## src/rtl/tx_cmpl_pkg.sv

```systemverilog
package tx_cmpl_pkg;

  // One stored completion result; packing order equals status bits 7..2
  typedef struct packed {
    logic done;
    logic irq_req;
    logic jabber;
    logic underrun;
    logic max_coll;
    logic lost;
  } txc_entry_t;

  localparam int unsigned ENTRY_W  = $bits(txc_entry_t);
  localparam int unsigned STATUS_W = 8;
  localparam int unsigned PAD_W    = STATUS_W - ENTRY_W;

  function automatic logic [STATUS_W-1:0] entry_to_status(input txc_entry_t e);
    return {e, {PAD_W{1'b0}}};
  endfunction

endpackage

```

## src/rtl/txc_entry_fmt.sv

```systemverilog
module txc_entry_fmt
  import tx_cmpl_pkg::*;
(
  input  logic       done,
  input  logic       irq_req,
  input  logic       jabber,
  input  logic       underrun,
  input  logic       max_coll,
  output logic       store,
  output logic       halt_evt,
  output txc_entry_t entry
);

  logic any_err;

  always_comb begin
    any_err        = jabber | underrun | max_coll;
    store          = done & (any_err | irq_req);
    halt_evt       = done & (jabber | underrun);
    entry.done     = 1'b1;
    entry.irq_req  = irq_req;
    entry.jabber   = jabber;
    entry.underrun = underrun;
    entry.max_coll = max_coll;
    entry.lost     = 1'b0;
  end

endmodule

```

## src/rtl/txc_lifo.sv

```systemverilog
module txc_lifo
  import tx_cmpl_pkg::*;
#(
  parameter int unsigned DEPTH = 4
) (
  input  logic       clk,
  input  logic       rst_n,
  input  logic       clr,
  input  logic       push,
  input  txc_entry_t push_entry,
  input  logic       pop,
  output txc_entry_t top_entry,
  output logic       not_empty
);

  localparam int unsigned IDX_W = (DEPTH > 1) ? $clog2(DEPTH) : 1;
  localparam int unsigned CNT_W = $clog2(DEPTH + 1);
  localparam logic [CNT_W-1:0] CNT_FULL = CNT_W'(DEPTH);
  localparam logic [CNT_W-1:0] CNT_ONE  = CNT_W'(1);

  logic [CNT_W-1:0]        cnt_q, cnt_d;
  txc_entry_t [DEPTH-1:0]  slot_q;
  logic                    is_empty, is_full, do_pop;
  logic [IDX_W-1:0]        top_idx;
  logic                    wr_en;
  logic [IDX_W-1:0]        wr_idx;
  txc_entry_t              wr_data;

  always_comb begin
    is_empty = (cnt_q == '0);
    is_full  = (cnt_q == CNT_FULL);
    do_pop   = pop & ~is_empty;
    top_idx  = is_empty ? '0 : IDX_W'(cnt_q - CNT_ONE);
  end

  // Next-state: store pointer and the single slot write of this cycle
  always_comb begin
    cnt_d   = cnt_q;
    wr_en   = 1'b0;
    wr_idx  = top_idx;
    wr_data = push_entry;
    if (clr) begin
      cnt_d = '0;
    end else if (push && do_pop) begin
      wr_en = 1'b1;
    end else if (push && !is_full) begin
      wr_en  = 1'b1;
      wr_idx = IDX_W'(cnt_q);
      cnt_d  = cnt_q + CNT_ONE;
    end else if (push) begin
      wr_en        = 1'b1;
      wr_data      = slot_q[top_idx];
      wr_data.lost = 1'b1;
    end else if (do_pop) begin
      cnt_d = cnt_q - CNT_ONE;
    end
  end

  always_ff @(posedge clk or negedge rst_n) begin
    if (!rst_n) cnt_q <= '0;
    else        cnt_q <= cnt_d;
  end

  for (genvar g = 0; g < DEPTH; g++) begin : g_slot
    txc_entry_t q;
    logic       en;
    assign en = wr_en && (wr_idx == IDX_W'(g));
    always_ff @(posedge clk or negedge rst_n) begin
      if (!rst_n)  q <= '0;
      else if (en) q <= wr_data;
    end
    assign slot_q[g] = q;
  end

  assign top_entry = is_empty ? '0 : slot_q[top_idx];
  assign not_empty = ~is_empty;

  p_cnt_bound_r6: assert property (@(posedge clk) disable iff (!rst_n)
    cnt_q <= CNT_FULL);
  p_full_drop_r6: assert property (@(posedge clk) disable iff (!rst_n)
    (is_full && push && !pop && !clr) |=> (cnt_q == CNT_FULL) && top_entry.lost);
  p_pop_r4: assert property (@(posedge clk) disable iff (!rst_n)
    (!is_empty && pop && !push && !clr) |=> (cnt_q == $past(cnt_q) - CNT_ONE));
  p_swap_r5: assert property (@(posedge clk) disable iff (!rst_n)
    (!is_empty && pop && push && !clr) |=>
      (cnt_q == $past(cnt_q)) && (top_entry == $past(push_entry)));
  p_clr_r10: assert property (@(posedge clk) disable iff (!rst_n)
    clr |=> !not_empty);

endmodule

```

## src/rtl/txc_fault_lock.sv

```systemverilog
module txc_fault_lock (
  input  logic clk,
  input  logic rst_n,
  input  logic tx_reset,
  input  logic halt_evt,
  input  logic fifo_overrun,
  output logic halted,
  output logic failed
);

  logic halt_q, halt_d, fail_q, fail_d;

  always_comb begin
    halt_d = halt_q;
    fail_d = fail_q;
    if (tx_reset) begin
      halt_d = 1'b0;
      fail_d = 1'b0;
    end else begin
      if (halt_evt || fifo_overrun) halt_d = 1'b1;
      if (fifo_overrun)             fail_d = 1'b1;
    end
  end

  always_ff @(posedge clk or negedge rst_n) begin
    if (!rst_n) begin
      halt_q <= 1'b0;
      fail_q <= 1'b0;
    end else begin
      halt_q <= halt_d;
      fail_q <= fail_d;
    end
  end

  assign halted = halt_q;
  assign failed = fail_q;

  p_halt_sticky_r8: assert property (@(posedge clk) disable iff (!rst_n)
    (halted && !tx_reset) |=> halted);
  p_halt_set_r8: assert property (@(posedge clk) disable iff (!rst_n)
    (halt_evt && !tx_reset) |=> halted);
  p_fail_set_r9: assert property (@(posedge clk) disable iff (!rst_n)
    (fifo_overrun && !tx_reset) |=> (failed && halted));
  p_release_r10: assert property (@(posedge clk) disable iff (!rst_n)
    tx_reset |=> (!halted && !failed));

endmodule

```

## src/rtl/tx_cmpl_stack.sv

```systemverilog
module tx_cmpl_stack
  import tx_cmpl_pkg::*;
#(
  parameter int unsigned DEPTH = 4
) (
  input  logic       clk,
  input  logic       rst_n,
  input  logic       mac_done,
  input  logic       mac_irq_req,
  input  logic       mac_jabber,
  input  logic       mac_underrun,
  input  logic       mac_max_coll,
  input  logic       fifo_overrun,
  input  logic       host_wr,
  input  logic       tx_reset,
  output logic [7:0] tx_status,
  output logic       tx_cmpl_irq,
  output logic       tx_halted,
  output logic       adapter_fail
);

  // Reset: asserted asynchronously, released on the second clock edge
  logic rst_meta_q, rst_sync_n;
  always_ff @(posedge clk or negedge rst_n) begin
    if (!rst_n) begin
      rst_meta_q <= 1'b0;
      rst_sync_n <= 1'b0;
    end else begin
      rst_meta_q <= 1'b1;
      rst_sync_n <= rst_meta_q;
    end
  end

  logic       store, halt_evt, not_empty;
  txc_entry_t new_entry, top_entry;

  txc_entry_fmt u_fmt (
    .done     (mac_done),
    .irq_req  (mac_irq_req),
    .jabber   (mac_jabber),
    .underrun (mac_underrun),
    .max_coll (mac_max_coll),
    .store    (store),
    .halt_evt (halt_evt),
    .entry    (new_entry)
  );

  txc_lifo #(.DEPTH(DEPTH)) u_lifo (
    .clk        (clk),
    .rst_n      (rst_sync_n),
    .clr        (tx_reset),
    .push       (store),
    .push_entry (new_entry),
    .pop        (host_wr),
    .top_entry  (top_entry),
    .not_empty  (not_empty)
  );

  txc_fault_lock u_lock (
    .clk          (clk),
    .rst_n        (rst_sync_n),
    .tx_reset     (tx_reset),
    .halt_evt     (halt_evt),
    .fifo_overrun (fifo_overrun),
    .halted       (tx_halted),
    .failed       (adapter_fail)
  );

  assign tx_status   = entry_to_status(top_entry);
  assign tx_cmpl_irq = not_empty;

  p_empty_zero_r7: assert property (@(posedge clk) disable iff (!rst_sync_n)
    !tx_cmpl_irq |-> (tx_status == 8'h00));
  p_layout_r1: assert property (@(posedge clk) disable iff (!rst_sync_n)
    tx_cmpl_irq |-> (tx_status[7] && (tx_status[1:0] == 2'b00)));
  p_filter_r3: assert property (@(posedge clk) disable iff (!rst_sync_n)
    (!tx_cmpl_irq && mac_done && !mac_irq_req && !mac_jabber && !mac_underrun
      && !mac_max_coll && !tx_reset) |=> !tx_cmpl_irq);

endmodule

```

## config.mk

```make
export PLATFORM = sky130hd
export DESIGN_NAME = tx_cmpl_stack
export DESIGN_NICKNAME = d
export VERILOG_FILES = /design/src/rtl/tx_cmpl_pkg.sv /design/src/rtl/txc_entry_fmt.sv /design/src/rtl/txc_lifo.sv /design/src/rtl/txc_fault_lock.sv /design/src/rtl/tx_cmpl_stack.sv
export SDC_FILE = /design/constraint.sdc
export NUM_CORES = 1
export LEC_CHECK = 0
export ABC_AREA = 1
export CAP_MARGIN = 20
export CORE_UTILIZATION = 56
export DETAILED_ROUTE_END_ITERATION = 7
export PLACE_DENSITY = 0.79
export SLEW_MARGIN = 20
export SYNTH_ARGS = -nofsm -noshare
export SYNTH_HDL_FRONTEND = slang
export SYNTH_HIERARCHICAL = 1
export SYNTH_SLANG_ARGS = --single-unit
```

## constraint.sdc

```tcl
create_clock -name clk -period 3.2 [get_ports clk]
set_clock_uncertainty 0.1 [all_clocks]
set_input_delay 0.32 -clock clk [delete_from_list [all_inputs] [get_ports clk]]
set_output_delay 0.32 -clock clk [all_outputs]
set_load 0.02 [all_outputs]
```

# --- Word level (Yosys, flattened, before mapping) ---
# Cells that the tools add are included.
word_totals:
  register_bits: 31
  in_bits: 10
  output_inout_bits: 11
  elab_cells: 83
op_classes:
  add_sub_neg: 2
  n_lt_le_gt_ge: 1
  eq_ne: 6
  muxes: 24
  bitwise_logic: 7
  n_reduce_logical: 14
ops:
  columns: ["operator", "n"]
  rows:
  - ["6-bit two-way mux", 6]
  - ["3-bit two-way mux", 5]
  - ["6-bit binary-select mux with 2-bit select", 1]
  - ["1-bit two-way mux", 8]
  - ["2-bit two-way mux", 4]
  - ["1-bit logical AND", 6]
  - ["2-bit == test (second input constant)", 2]
  - ["2-bit nonzero test", 2]
  - ["3-bit by 1-bit adder with 3-bit output (second input constant)", 1]
  - ["1-bit AND", 3]
  - ["3-bit == test (second input constant)", 1]
  - ["3-bit logical NOT", 1]
  - ["2-bit by 3-bit < comparator with 1-bit output (second input constant)", 1]
  - ["3-bit != test (second input constant)", 1]
  - ["1-bit bitwise OR", 3]
  - ["3-bit AND reduction", 1]
  - ["3-bit nonzero test", 1]
  - ["3-bit by 1-bit subtractor with 3-bit output (second input constant)", 1]
  - ["2-bit by 1-bit == test with 1-bit output (second input constant)", 1]
  - ["2-bit logical NOT", 1]
  - ["2-bit != test (second input constant)", 1]
  - ["1-bit logical NOT", 1]
  - ["1-bit logical OR", 1]
  - ["1-bit NOT", 1]

# --- Longest topological paths before layout ---
# Gate-level depths: netlist (run 1).
logic_depth:
  word_depth: 10
  mapped_depth: 12
  mapped_depth_nobuf: 11

# --- Cells and area by module ---
# Netlist (run 1), hierarchy kept.
modules_own_cells:
  columns: ["module", "n_inst", "cells_each", "area_each_um2", "seq_area_each_um2"]
  rows:
  - ["txc_lifo", 1, 227, 1747.9, 675.6]
  - ["txc_entry_fmt", 1, 12, 73.8, 0.0]
  - ["tx_cmpl_stack", 1, 6, 72.6, 50.0]
  - ["txc_fault_lock", 1, 7, 70.1, 50.0]

# --- Least setup slack after synthesis (run 1) ---
# No wires, ideal clock.
synth_path:
  path_type: "flip-flop to output port"
  start: "reg u_lifo.cnt_q[0]"
  end: "out tx_status[2]"
  arrival_time_ps: 1851
  required_time_ps: 2780
  setup_slack_ps: 929
  stages_incl_launch_ff: 10
  n_path_buf: 1
  path_cell_list: "dfrtp_1 inv_1 buf_2 ha_1 nand2_4 inv_2 nor2_4 nor2_1 o21ai_0 a21oi_1"
synth_via:
  elab_chain_len: 5
synth_lines:
  columns: ["item", "line", "source"]
  rows:
  - ["start, declared", "txc_lifo.sv:21", "logic [CNT_W-1:0] cnt_q, cnt_d;"]
  - ["start signal, assigned", "txc_lifo.sv:61", "else cnt_q <= cnt_d;"]
  - ["3-bit by 1-bit subtractor with 3-bit output or 3-bit logical NOT (tied branches)", "txc_lifo.sv:33, txc_lifo.sv:30", null]
  - ["2-bit two-way mux", "txc_lifo.sv:33", "top_idx = is_empty ? '0 : IDX_W'(cnt_q - CNT_ONE);"]
  - ["6-bit binary-select mux with 2-bit select", "txc_lifo.sv:75", "assign top_entry = is_empty ? '0 : slot_q[top_idx];"]
  - ["6-bit two-way mux (implied by the code)", "txc_lifo.sv:75", null]
  - ["6-bit two-way mux (*)", "txc_lifo.sv:75", null]
  - ["end, declared", "tx_cmpl_stack.sv:16", "output logic [7:0] tx_status,"]
# Mark *: on every way between the ends. The rest lies on a longest branch, timed or not. The select of a mux whose other input is x is not followed.

# --- Worst setup path after layout (run 1) ---
layout_path:
  start: "reg u_lifo.cnt_q[1]"
  end: "out tx_status[7]"
# The elaborated chain is that of the path after synthesis.

==> metrics.yaml, run 1 <==
run_status: "finished, final reports clean"
yosysWarnings: 6
rsz0062_at_grt: "no"
final_cell_area_sq_um: 2210
drc_errors: 0
sw_frac_of_total_pct: 50.3
dpl.hpwl_microns: 3270
grt_remaining_overflow: 0
hold_class: "primary input to asynchronous set/reset pin"
r2r_cells: 9
dp_slack_ps: 535
power_uw: 2470
worst_setup_path_end_kind: "primary output"
portBuffers: 18
design.core.area_sq_um: 3340
clock_latency_ps: 330
initial_core_util_pct: 58.9
vias: 1724
timing.critical_path.buf_inv: 2
nFillCells: 292
antenna_found_initial: 0
routed_wl_microns: 4380
cp.required_ps: 2780
synth_edf_count: 0
synth_flop_cell: "dfrtp_1"
synth_seq_cells: 31
cts.sinks: 31
p_switching_uw: 1240
startpoint_type: "flip-flop"
p_comb_share_pct: 61.9
crit_chain: "inv_1 > ha_1 > nand2_4 > nand2_4 > nand2_1 > nand3_1 > nand2_1 > nor2_1 > clkdlybuf4s50_1"
top_usage_layer: "met2"
cp.arrival_ps: 2540
avgSynthCellArea_sq_um: 7.80
cts_resized: 0
p_leak_uw: 0.00110
crit_cells: 9
ir_worst_vdd_mv: 0.848
finalMaxSlewViolations: 0
synth.distinct_cells: 27
p_seq_share_pct: 27.3
synth.cell_area_sq_um: 1960
async_reset_ff_share_pct: 100
num_rows: 21
critPathTopFamily: "simple AND/OR/NAND/NOR gates"
post_cts_buffers: 0
maxCapViolations: 0
seq_area_frac_synth_pct: 39.5
antenna_left: 0
intPower_uw: 1230
n_antenna_cell: 0
grt_use_met1_pct: 37.4
cts_hold_buf: 0
cts.path.max_buffers: 2
max_stage_delay_ps: 630
clock-root-buffer: "clkbuf_4"
finalHoldViolCount: 0
grt_max_degree: 30
gr-usage-met3_pct: 4.20
path_clk_slew_ps: 110
final_util_pct: 66.4
drtIter0Drc: 120
io_pins: 21
cts_tree: "yes"
grt_pass1_vias: 1573
syn2layout_area_growth_pct: 12.7
syn_inst: 252
grt_usage_pct: 26.6
setup_ws_ps: 237
die_height_microns: 61.2
h-tree-depth: 2
setup_viol: 0
crit_type: "flip-flop to primary output"
routed_via_density: 5.46
drive_gt1_share_pct: 15.9
layout.nets: 282
cp_max_fo: 15
dieArea_sq_um: 3750
fin_crit_sh_pct: 92.6
setup_tns_ps: 0
place_area_sq_um: 2140
timing.final.crit_period_ps: 2960
numCtsBuffers: 5
die_width_microns: 61.2
grt_use_met2_pct: 41.1
grt_pass1_wl_microns: 7110
pwr-share-clk_pct: 10.9
wl_per_cell_microns: 13.9
cp_slowest_cell: "clkdlybuf4s50_1"
dr.pass1.iters: 4
fmax_mhz: 338
power_density_nw_per_um2: 1120
gp_congestion: 0.915
cells by family (layout without fill, tap and decap cells):
logic type | after synthesis | after routing | share of synthesized area, %
DFF | 31 | 31 | 39.5
adders and majority gates | 3 | 3 | 1.91
AOI/OAI and AO/OA | 14 | 14 | 4.27
and+or+nand+nor | 173 | 173 | 45.4
other | 4 | 5 | 0.764
xor gates and xnor gates | 3 | 3 | 1.34
buffers and inverters | 24 | 41 | 6.81
power groups by stage:
stage                     Sequential [uW]  Combinational, uW  Clock (uW)
final                                 673               1530         268
after detailed placement              675               1510           0
after floorplan                       645               1150           0
after global routing                  688               1670         294
after CTS                             667               1520         275
after global placement                675               1480           0
layout make-up:
cell class                 count  area, sq um  share of cell area [%]
multi-input combinational    198         1060                    47.8
sequential                    31          776                    35.0
tap                           46         57.6                    2.60
inverter                      12         45.0                    2.03
clock inverter                 1         7.51                   0.339
timing repair buffer          21          205                    9.27
clock buffer                   7         65.1                    2.94
state kept, by name, indices dropped and copies added, names as in the netlist:
name and count:
u_lock/halted 1, rst_sync_n 1, u_lock/failed 1, u_lifo/cnt_q 3, rst_meta_q 1, u_lifo/g_slot.q 24
cells in the mapped netlist (2+ instances only):
master	number	area (sq um)
nand2_1	99	372
o21ai_0	5	25.0
nor2_4	5	56.3
inv_1	7	26.3
xor2_1	2	17.5
ha_1	3	37.5
buf_2	2	10.0
inv_2	4	15.0
nand4_1	9	56.3
nand2_4	5	56.3
conb_1	4	15.0
nand3_1	25	125
o21ai_2	3	26.3
a21oi_1	4	20.0
nor2_1	15	56.3
nand3_4	4	70.1
dfrtp_1	31	776
nand3_2	3	30.0
buf_4	9	67.6
nand2_2	6	37.5
per-layer routing:
metal	up-vias	wire, microns	share of wire, %
met3	10	282	6.4
met2	70	2070	47
met4	0	71	1.6
met5	-	0	0
li1	839	-	-
met1	805	1960	45
through the flow:
step / std cells / hold slack [ps]
2_1_floorplan: 253 / -75.6
3_3_place_gp: 308 / 152
3_5_place_dp: 308 / 161
4_1_cts: 316 / 38.4
5_1_grt: 316 / 41.9
6_report: 316 / 50.9
path summary, 6_finish.rpt:
kind                                  from                    end  slack [ps]
max in group asynchronous       rst_sync_n  u_lifo/g_slot[0].q[2]        2580
setup / recovery           u_lifo/cnt_q[1]           tx_status[7]         240
setup reg to reg           u_lifo/cnt_q[1]  u_lifo/g_slot[0].q[2]        1070
hold reg to reg                 rst_sync_n  u_lifo/g_slot[1].q[0]         140
min in group clk                rst_meta_q             rst_sync_n         260
hold / removal                       rst_n             rst_meta_q          50
cells in the final DEF, fill, tap and decap left out, types with 4 or more instances in the layout:
cell / netlist / routed
a21oi_1: 4 / 4
clkbuf_4: 0 / 5
clkdlybuf4s50_1: 0 / 17
conb_1: 4 / 5
dfrtp_1: 31 / 31
inv_1: 7 / 7
inv_2: 4 / 4
nand2_1: 99 / 99
nand2_2: 6 / 6
nand2_4: 5 / 5
nand3_1: 25 / 25
nand3_4: 4 / 4
nand4_1: 9 / 9
nor2_1: 15 / 15
nor2_4: 5 / 5
o21ai_0: 5 / 5
(Power assumes the default switching activity.)
==> run 2, diff against run 1 <==
Settings changed: PLACE_DENSITY 0.79 to 0.87.
==> metrics.yaml, run 2 (same netlist as run 1, synthesis figures left out) <==
run_status: "finished, final reports clean"
rsz0062_at_grt: "no"
routed_wl_microns: 4310
worst_setup_path_end_kind: "primary output"
layout_commonest_cell: "nand2_1"
die_height_microns: 61.2
finalMaxSlewViolations: 0
antenna_left: 0
grt_max_degree: 30
rr_endpoint: "u_lifo/g_slot[0].q[2]"
drtIter0Drc: 103
r2r_setup_slack_ps: 1130
setup_viol: 0
io_pins: 21
clock_latency_ps: 330
path_clk_slew_ps: 100
fmax_mhz: 341
n_antenna_cell: 0
setup_ws_ps: 265
grt_usage_pct: 27.9
top_register: "u_lifo/g_slot.q"
dr.pass1.iters: 4
gr-usage-met3_pct: 6.09
crit_start: "u_lifo/cnt_q[1]"
top_usage_layer: "met2"
ir_worst_vdd_mv: 0.744
reg.largest.list: "u_lifo/g_slot.q (24), u_lifo/cnt_q (3)"
drive_gt1_share_pct: 15.2
most-common-layout-cells: "99 x nand2_1, 31 x dfrtp_1, 25 x nand3_1, 17 x clkdlybuf4s50_1, 15 x nor2_1"
cp_max_fo: 15
hold_class: "primary input to asynchronous set/reset pin"
grt_remaining_overflow: 0
antenna_found_initial: 0
p_leak_uw: 0.00109
die_width_microns: 61.2
power_density_nw_per_um2: 1100
r2r_start: "u_lifo/cnt_q[1]"
largest_reg_flops: 24
routed_via_density: 5.39
wl_per_cell_microns: 13.6
grt_pass1_wl_microns: 7260
grt_pass1_vias: 1577
drc_errors: 0
cp.arrival_ps: 2520
layout.nets: 282
power_uw: 2420
maxCapViolations: 0
portBuffers: 18
initial_core_util_pct: 58.9
h-tree-depth: 2
cts.sinks: 31
dp.cells: 308
dp_slack_ps: 541
cp.required_ps: 2780
dieArea_sq_um: 3750
numCtsBuffers: 5
vias: 1703
design.core.area_sq_um: 3340
nFillCells: 301
crit_end: "tx_status[4]"
finalHoldViolCount: 0
setup_tns_ps: 0
finalNonFillerCells: 316
crit_type: "flip-flop to primary output"
fin_crit_sh_pct: 91.7
clock-root-buffer: "clkbuf_4"
timing.final.crit_period_ps: 2940
gp_congestion: 0.970
dpl.hpwl_microns: 3230
syn2layout_area_growth_pct: 11.6
num_rows: 21
startpoint_type: "flip-flop"
r2r_cells: 9
grt_use_met2_pct: 43.3
post_cts_buffers: 0
grt_use_met1_pct: 37.4
cts.path.max_buffers: 2
cts_tree: "yes"
[run 2: cell types whose count changed in the layout (fill, tap and decap cells not counted), sizes merged]
cell,before,now
clkinv,1,2
clkinvlp,1,0
[run 2: metrics by stage]
step | util, % | hold WS (ps) | instance area (sq um)
after detailed placement | 64.1 | 163 | 2140
after floorplan | - | -75.6 | 1970
final | 65.7 | 52.3 | 2190
after CTS | 65.6 | 34.7 | 2190
after global placement | 64.1 | 152 | 2140
after global routing | 65.7 | 36.7 | 2190
[run 2: report_power, final]
group	switching (uW)	leakage, uW	internal (uW)
sequential	119	0.000384	557
combinational	981	0.000678	543
clock	130	0.0000293	85.5
total	1230	0.00109	1190
[run 2: per-layer routing]
| layer | part of all wire, % | vias to the layer above |
|---|---|---|
| met1 | 46 | 802 |
| met5 | 0 | - |
| met2 | 47 | 54 |
| met4 | 1.5 | 0 |
| met3 | 5.2 | 8 |
| li1 | - | 839 |
[run 2: repair_timing]
| action | in CTS | in global routing |
|---|---|---|
| hold buffers | 0 | 0 |
| gates resized for setup | 0 | 1 |
| endpoints found under the setup margin | 0 | 1 |
[run 2: worst min path at each step]
| stage | to | start | slack, ps |
|---|---|---|---|
| after floorplan | rst_meta_q | rst_n | -80 |
| after global placement | u_lock/halted | rst_sync_n | 150 |
| after detailed placement | u_lock/halted | rst_sync_n | 160 |
| after CTS | rst_meta_q | rst_n | 30 |
| after global routing | rst_meta_q | rst_n | 40 |
| final | rst_meta_q | rst_n | 50 |
[run 2: layout make-up]
cell class | instances | area (sq um) | share of cell area, %
Sequential cell | 31 | 776 | 35.4
Multi-Input combinational cell | 198 | 1060 | 48.3
Timing Repair Buffer | 21 | 205 | 9.36
Clock inverter | 1 | 5.00 | 0.228
Clock buffer | 7 | 45.0 | 2.05
Tap cell | 46 | 57.6 | 2.63
Inverter | 12 | 45.0 | 2.05
[run 2: worst max-delay path, cell delays in order (launching register included)]
cell and delay, ps:
dfrtp_1 420, inv_1 110, ha_1 290, nand2_4 180
inv_2 170, nor2_4 80, nand3_1 120, nand2_1 60
nor2_1 120, clkdlybuf4s50_1 630
